<file path="src/rtl/step_seq_pkg.sv">
package step_seq_pkg;

    typedef enum logic [2:0] {
        ADDR_MODE  = 3'd0,
        ADDR_CTRL  = 3'd1,
        ADDR_PAT   = 3'd2,
        ADDR_IVL   = 3'd3,
        ADDR_STAT  = 3'd4
    } reg_addr_e;

    localparam int MODE_GPO_BIT = 0;
    localparam int CTRL_EN_BIT  = 0;
    localparam int CTRL_PWR_BIT = 4;
    localparam int STAT_IRQ_BIT = 0;

    typedef struct packed {
        logic gpo;
        logic step_en;
        logic pwr;
    } mode_s;

    typedef struct packed {
        logic start;
        logic stop;
    } evt_s;

    function automatic logic count_done(input logic [15:0] cnt);
        return (cnt <= 16'd1);
    endfunction

endpackage

</file>
<file path="src/rtl/step_regs.sv">
module step_regs
    import step_seq_pkg::*;
#(
    parameter int PW = 8,
    parameter int DW = 16,
    parameter int TW = 16
) (
    input  logic          clk,
    input  logic          rst,
    input  logic          wr_en,
    input  logic [2:0]    wr_addr,
    input  logic [DW-1:0] wr_data,
    input  logic          expire,
    output mode_s         mode,
    output evt_s          evt,
    output logic [PW-1:0] pat,
    output logic [TW-1:0] ivl,
    output logic          irq
);

    mode_s         mode_q;
    logic [PW-1:0] pat_q;
    logic [TW-1:0] ivl_q;
    logic          irq_q;
    logic          wr_mode, wr_ctrl, wr_pat, wr_ivl, wr_stat;
    logic          advance;

    always_comb begin
        wr_mode = wr_en && (wr_addr == ADDR_MODE);
        wr_ctrl = wr_en && (wr_addr == ADDR_CTRL);
        wr_pat  = wr_en && (wr_addr == ADDR_PAT);
        wr_ivl  = wr_en && (wr_addr == ADDR_IVL);
        wr_stat = wr_en && (wr_addr == ADDR_STAT);
        evt.start = wr_mode && !wr_data[MODE_GPO_BIT] && mode_q.gpo;
        evt.stop  = wr_mode &&  wr_data[MODE_GPO_BIT] && !mode_q.gpo;
        advance   = expire && mode_q.step_en;
    end

    always_ff @(posedge clk) begin
        if (rst) begin
            mode_q <= '{gpo: 1'b1, step_en: 1'b0, pwr: 1'b0};
            pat_q  <= '0;
            ivl_q  <= '0;
            irq_q  <= 1'b0;
        end else begin
            if (wr_mode)
                mode_q.gpo <= wr_data[MODE_GPO_BIT];
            if (wr_ctrl) begin
                mode_q.step_en <= wr_data[CTRL_EN_BIT];
                mode_q.pwr     <= wr_data[CTRL_PWR_BIT];
            end
            if (wr_ivl)
                ivl_q <= wr_data[TW-1:0];
            if (wr_pat && mode_q.gpo)
                pat_q <= wr_data[PW-1:0];
            else if (advance)
                pat_q <= {pat_q[PW-2:0], pat_q[PW-1]};
            if (evt.start || expire)
                irq_q <= 1'b1;
            else if (wr_stat && wr_data[STAT_IRQ_BIT])
                irq_q <= 1'b0;
        end
    end

    assign mode = mode_q;
    assign pat  = pat_q;
    assign ivl  = ivl_q;
    assign irq  = irq_q;


    pat_locked_chk: assert property (@(posedge clk) disable iff (rst)
        (!mode_q.gpo && !$past(mode_q.gpo) && !$past(expire)) |-> $stable(pat_q));


    irq_set_wins_chk: assert property (@(posedge clk) disable iff (rst)
        (expire || evt.start) |=> irq_q);

endmodule

</file>
<file path="src/rtl/step_timer.sv">
module step_timer
    import step_seq_pkg::*;
#(
    parameter int TW = 16
) (
    input  logic          clk,
    input  logic          rst,
    input  logic          tick,
    input  logic          active,
    input  logic          step_en,
    input  evt_s          evt,
    input  logic [TW-1:0] ivl,
    output logic          expire,
    output logic          step_pulse
);

    logic [TW-1:0] cnt_q;
    logic          pulse_q;

    always_comb
        expire = active && !evt.stop && tick && count_done(16'(cnt_q));

    always_ff @(posedge clk) begin
        if (rst) begin
            cnt_q   <= '0;
            pulse_q <= 1'b0;
        end else begin
            pulse_q <= expire && step_en;
            if (evt.start || expire)
                cnt_q <= ivl;
            else if (evt.stop || !active)
                cnt_q <= '0;
            else if (tick)
                cnt_q <= cnt_q - 1'b1;
        end
    end

    assign step_pulse = pulse_q;


    start_load_chk: assert property (@(posedge clk) disable iff (rst)
        $past(evt.start) |-> (cnt_q == $past(ivl)) && !pulse_q);


    stop_clear_chk: assert property (@(posedge clk) disable iff (rst)
        $past(evt.stop) |-> (cnt_q == '0) && !pulse_q);


    hold_no_tick_chk: assert property (@(posedge clk) disable iff (rst)
        ($past(active) && !$past(tick) && !$past(evt.start) && !$past(evt.stop))
            |-> $stable(cnt_q));


    pulse_source_chk: assert property (@(posedge clk) disable iff (rst)
        pulse_q |-> $past(active) && $past(tick) && $past(step_en));

endmodule

</file>
<file path="src/rtl/step_seq.sv">
module step_seq
    import step_seq_pkg::*;
#(
    parameter int PW = 8,
    parameter int DW = 16,
    parameter int TW = 16
) (
    input  logic          clk,
    input  logic          rst,
    input  logic          wr_en,
    input  logic [2:0]    wr_addr,
    input  logic [DW-1:0] wr_data,
    input  logic          step_tick,
    output logic [PW-1:0] phase_out,
    output logic          step_pulse,
    output logic          irq,
    output logic          pwr_out
);

    mode_s         mode;
    evt_s          evt;
    logic [TW-1:0] ivl;
    logic          expire;

    step_regs #(.PW(PW), .DW(DW), .TW(TW)) u_regs (
        .clk     (clk),
        .rst     (rst),
        .wr_en   (wr_en),
        .wr_addr (wr_addr),
        .wr_data (wr_data),
        .expire  (expire),
        .mode    (mode),
        .evt     (evt),
        .pat     (phase_out),
        .ivl     (ivl),
        .irq     (irq)
    );

    step_timer #(.TW(TW)) u_timer (
        .clk        (clk),
        .rst        (rst),
        .tick       (step_tick),
        .active     (!mode.gpo),
        .step_en    (mode.step_en),
        .evt        (evt),
        .ivl        (ivl),
        .expire     (expire),
        .step_pulse (step_pulse)
    );

    assign pwr_out = mode.pwr;


    rotate_chk: assert property (@(posedge clk) disable iff (rst)
        step_pulse |-> phase_out == {$past(phase_out[PW-2:0]), $past(phase_out[PW-1])});


    no_advance_when_off_chk: assert property (@(posedge clk) disable iff (rst)
        (!$past(mode.step_en) && !$past(mode.gpo)) |-> $stable(phase_out) && !step_pulse);

endmodule

</file>
<file path="config.mk">
export PLATFORM = sky130hd
export DESIGN_NAME = step_seq
export DESIGN_NICKNAME = d
export VERILOG_FILES = /design/src/rtl/step_seq_pkg.sv /design/src/rtl/step_regs.sv /design/src/rtl/step_timer.sv /design/src/rtl/step_seq.sv
export SDC_FILE = /design/constraint.sdc
export NUM_CORES = 1
export LEC_CHECK = 0
export ABC_AREA = 1
export BUFFER_PORTS_ARGS = -buffer_cell sky130_fd_sc_hd__buf_2
export CORE_MARGIN = 2
export CORE_UTILIZATION = 50
export CTS_CLUSTER_SIZE = 12
export DETAILED_ROUTE_END_ITERATION = 12
export GPL_TIMING_DRIVEN = 0
export PLACE_DENSITY = 0.74
export RECOVER_POWER = 100
export SETUP_SLACK_MARGIN = 0.05
export SLEW_MARGIN = 10
export SYNTH_ARGS = -nofsm -noshare
export SYNTH_HDL_FRONTEND = slang
export SYNTH_HIERARCHICAL = 1
export SYNTH_SLANG_ARGS = --single-unit
</file>
<file path="constraint.sdc">
create_clock -name clk -period 1.85 [get_ports clk]
set_input_delay 0.2775 -clock clk [delete_from_list [all_inputs] [get_ports clk]]
set_output_delay 0.2775 -clock clk [all_outputs]
set_load 0.02 [all_outputs]
</file>
# After elaboration in Yosys (flattened, before gate mapping)
# Cells that the tools add are included.
[op_classes]
n_div = 0
n_bitwise = 0
mux = 7
magnitude_cmp = 1
n_addsub = 1
n_reduce_logical = 24
n_shift = 0
n_eq_ne = 4
multipliers = 0
[op_table]
columns = ["cell", "count"]
rows = [
  ["16-bit 2-to-1 mux", 3],
  ["16-bit by 1-bit <= comparator with 1-bit output (second input constant)", 1],
  ["8-bit 2-to-1 mux", 2],
  ["16-bit by 1-bit subtractor with 16-bit output (second input constant)", 1],
  ["1-bit logical AND", 15],
  ["3-bit by 2-bit equality test with 1-bit output (second input constant)", 2],
  ["2-bit nonzero test", 2],
  ["3-bit by 1-bit equality test with 1-bit output (second input constant)", 1],
  ["3-bit equality test (second input constant)", 1],
  ["1-bit zero test", 3],
  ["3-bit zero test", 1],
  ["3-bit nonzero test", 1],
  ["1-bit logical OR", 2],
  ["1-bit 2-to-1 mux", 2],
]
[word_totals]
latch_bits = 0
ram_bits = 0
out_inout_bits = 11
mem_count = 0
ff_bits = 45
wordCells = 45
mem_bits_ro = 0
in_bits = 23

# Depth between registers and ports, before layout
[logic_depth]
ltp_word = 11
depth_mapped = 16
mapped_depth_nobuf = 15

# Modules after synthesis
# Netlist, hierarchy kept.
[by_module_without_submodules]
columns = ["mod", "n_inst", "seq_area_each_um2", "cells_per_inst", "area_per_inst_um2"]
rows = [
  ["step_timer", 1, 340.3, 243, 1346.3],
  ["step_regs", 1, 560.5, 174, 1292.5],
  ["step_seq", 1, 0.0, 1, 3.8],
]

# Worst setup path after synthesis
# No wires, ideal clock.
[synth_path]
path_type = "register to register"
from = "reg u_timer.cnt_q[0]"
to = "reg u_regs.pat_q[7], in the netlist u_regs/pat[7]"
period_less_slack_ns = 1.808
setup_time_ns = 0.143
setup_slack_ns = 0.042
t_required_ns = 1.707
stages_incl_launch_ff = 14
arrival_time_ns = 1.665
path_cell_list = "dfxtp_1 inv_1 ha_1 nand2_2 nand2_1 nand3_4 buf_6 inv_1 nand2_1 inv_1 nand2_1 o21ai_0 nand2_1 a21oi_1"
[synth_between]
elab_chain_len = 4
[synth_rtl]
columns = ["item", "line", "rtl"]
rows = [
  ["from (decl)", "step_timer.sv:17", "logic [TW-1:0] cnt_q;"],
  ["from (signal assigned)", "step_timer.sv:30", "cnt_q <= ivl;"],
  ["from (signal assigned)", "step_timer.sv:34", "cnt_q <= cnt_q - 1'b1;"],
  ["16-bit by 1-bit <= comparator with 1-bit output", "step_seq_pkg.sv:28", "return (cnt <= 16'd1);"],
  ["1-bit logical AND", "step_timer.sv:21", "expire = active && !evt.stop && tick && count_done(16'(cnt_q));"],
  ["via expire", "step_seq.sv:23", "logic expire;"],
  ["1-bit logical AND", "step_regs.sv:36", "advance = expire && mode_q.step_en;"],
  ["2-bit nonzero test (no line)", "--", ""],
  ["to (signal assigned)", "step_regs.sv:55", "pat_q <= wr_data[PW-1:0];"],
  ["to (signal assigned)", "step_regs.sv:57", "pat_q <= {pat_q[PW-2:0], pat_q[PW-1]};"],
  ["to (decl)", "step_regs.sv:22", "logic [PW-1:0] pat_q;"],
]
# The timed path passes the listed nets, and every way through them passes these cells.
# A chain may end at the register's enable or synchronous reset.

==> impl_results.md <==
* Worst Tran Pin Value at 596 ps
* Die Width at 76.7 microns
* Synthesized area at 2640 sq um
* Most common cell after layout, fill and taps aside: nand2_1
* Max_slew headroom at 60.3%
* Die area at 5880 sq um
* Synth Warn # at 6
* N_diodes at 0
* Syn nets at 443
* Cell Pwr Density at 675 nW/um^2
* VDD IR max at around 0.42 mV
* CTS Buffer Depth at 2
* Vias in the first global route at 2450
* PortBufs at 33
* CTS tree: done
* Post-route minimum period at between 1500 and 2000 ps
* RePlAce Congestion at 0.852
* Setup ws final at about 150 ps
* Synth Instances at 418
* Gr usage total at 21.7%
* Vias/cell at 4.94
* Root buf cell: clkbuf_8
* Htree depth at 2
* Static Leak at 1.40 nW
* Top-area cell type share of the netlist area at about a third
* DRT Wirelength at 6310 microns
* Max Cap Viol at 0
* Critical Path Fanout Max at 10
* FF/Latch Area at 910 sq um
* Pre-Repair DR Iteration Count at 5
* Critical Path AT at a little under 2000 ps
* # setup viols final at 0
* Cell accounting for the most synthesized area: dfxtp_1
* Rows at 26
* Area taken by multi-input logic gates at 1450 sq um
* # hold bufs at CTS at 0
* Global-route wire length before repair at between 10000 and 15000 microns
* P&R area growth vs syn at 16.1%
* Core area at 5110 sq um
* Status: finished, final reports clean
* RSZ-0062 raised after global routing: true
* Worst-path clk slew at 80 ps
* Critical Path RT at 2090 ps
* Hold Vio Cnt, Final at 0
* FF+latch count, synth at 45
* Clock Skews at 4.99 ps
* Post-Layout Inst Area at 3070 sq um
* Ranking of synthesized cells by area: dfxtp_1 34%, nand2_1 17%, nor2_1 8.5%, inv_1 7.4%, nand3_1 7.0%
* WL/cell at ~12 microns
* Register area share after synthesis at about 34%
* # DRC at 0
* Total grt overflow at 0
* Worst-Skew Late Latency at 290 ps
* Fillers at slightly above 500
* Initial antenna violation count at 0
* Routed Antenna Nets at 0
* Final worst path period share at 91.8%
* Via count at around 2.7k
* Crit end category: flip-flop
* Setup WS pre-CTS at -428 ps
* # IOs at 34
* Area after DPL at 2900 sq um
* Commonest cells after routing, fill and taps aside: 126 x nand2_1, 55 x nor2_1, 51 x inv_1, 40 x dfxtp_1, 38 x nand3_1
* Layout cells sized above 1 at 18.7%
* Nets at 494
* Initial drt markers at ~140
* Largest net degree at the start of global routing at 14
* Avg Cell Area, Syn at roughly 6.3 sq um
* Critical path class: reg -> reg
* DP HPWL at 4620 microns
* CTS Buf Count at 5
* Clk sinks at 45
* Initial Utilization at 51.7%
* Reg2reg setup slack at ~150 ps
* Die height at 76.7 microns
* Hold WC Path Type: in -> reg
* Crit start category: flip-flop
* Fmax at 0.589 GHz
* Netlist cell types at 28
* Slew Viols, Final at 0
## what timing repair did
item	4_1_cts	5_1_grt
pin swaps	3	8
hold endpoints to repair	0	0
buffers inserted	2	9
endpoints found under the setup margin	13	24
resized for setup	9	18
## sequential cells by signal, summed over array words and instances, names as in the netlist
name and flops:
u_timer/cnt_q 16, u_regs/mode 3, u_regs/irq 1, u_regs/ivl 16
u_timer/step_pulse 1, u_regs/pat 8
## layer usage
metal	track usage, %	vias to the layer above	share of wire (%)
li1	-	1409	-
met1	27.8	1175	48
met2	36.8	74	46
met3	4.12	10	4.2
met4	6.73	0	1.3
met5	0	-	0
## Yosys cell counts (all sizes together)
cell	instances
a21oi	27
nor2	65
dfxtp	45
ha	2
clkinv	2
clkbuf	5
o21ai	32
o21a	1
buf	7
nand3	41
inv	53
nand4	1
a31oi	3
nand2	134
## cells by family (layout without fill, tap and decap cells)
| logic type | after synthesis | in the layout | synth area share (%) |
|---|---|---|---|
| compound gates | 63 | 63 | 13.6 |
| buf+inv | 67 | 119 | 11.0 |
| simple gates | 241 | 241 | 40.3 |
| fa+ha+maj | 2 | 2 | 0.947 |
| flops | 45 | 45 | 34.1 |
## worst paths after layout
check / from / end / depth (start not counted)
hold / removal: wr_data[13] / u_regs/ivl[13] / 3
setup reg to reg: u_regs/mode[2] / u_timer/cnt_q[14] / 10
setup / recovery: u_regs/mode[2] / u_timer/cnt_q[14] / 10
hold reg to reg: u_regs/ivl[3] / u_regs/ivl[3] / 2
## stage by stage
step           utilization [%]  TNS [ps]  instances  total power [mW]  hold WS (ps)
2_1_floorplan                -         0        418              1.31           414
3_3_place_gp              56.7     -4780        521              1.41           453
3_5_place_dp              56.7     -5720        521              1.42           455
4_1_cts                   59.5         0        531              2.09           208
5_1_grt                   60.1     -2.98        540              2.19           215
6_report                  60.1         0        540              2.07           224
## worst max-delay path, cell delays in order, from the launching register on
cell	delay, ps
dfxtp_4	360
buf_4	120
nand4_1	140
inv_1	120
clkinv_1	290
nand2_4	230
buf_8	140
nand2_1	60
nand2_1	60
nor2_1	40
nor2_1	70
## cell type report
cell class              count  share of cell area (%)
inverters                  55                    6.93
plain buffers              12                    2.49
well taps                  70                    2.85
flip-flops and latches     45                    29.6
repair buffers             44                    7.54
multi-input cells         306                    47.2
clock buffers               7                    3.14
clock inverters             1                   0.163
## power breakdown
part / switching (mW) / total, mW / internal [mW]
Combinational: 0.248 / 0.385 / 0.137
Clock: 0.327 / 0.665 / 0.338
Sequential: 0.0253 / 1.02 / 0.996
Power figures use the tool's default switching activity.
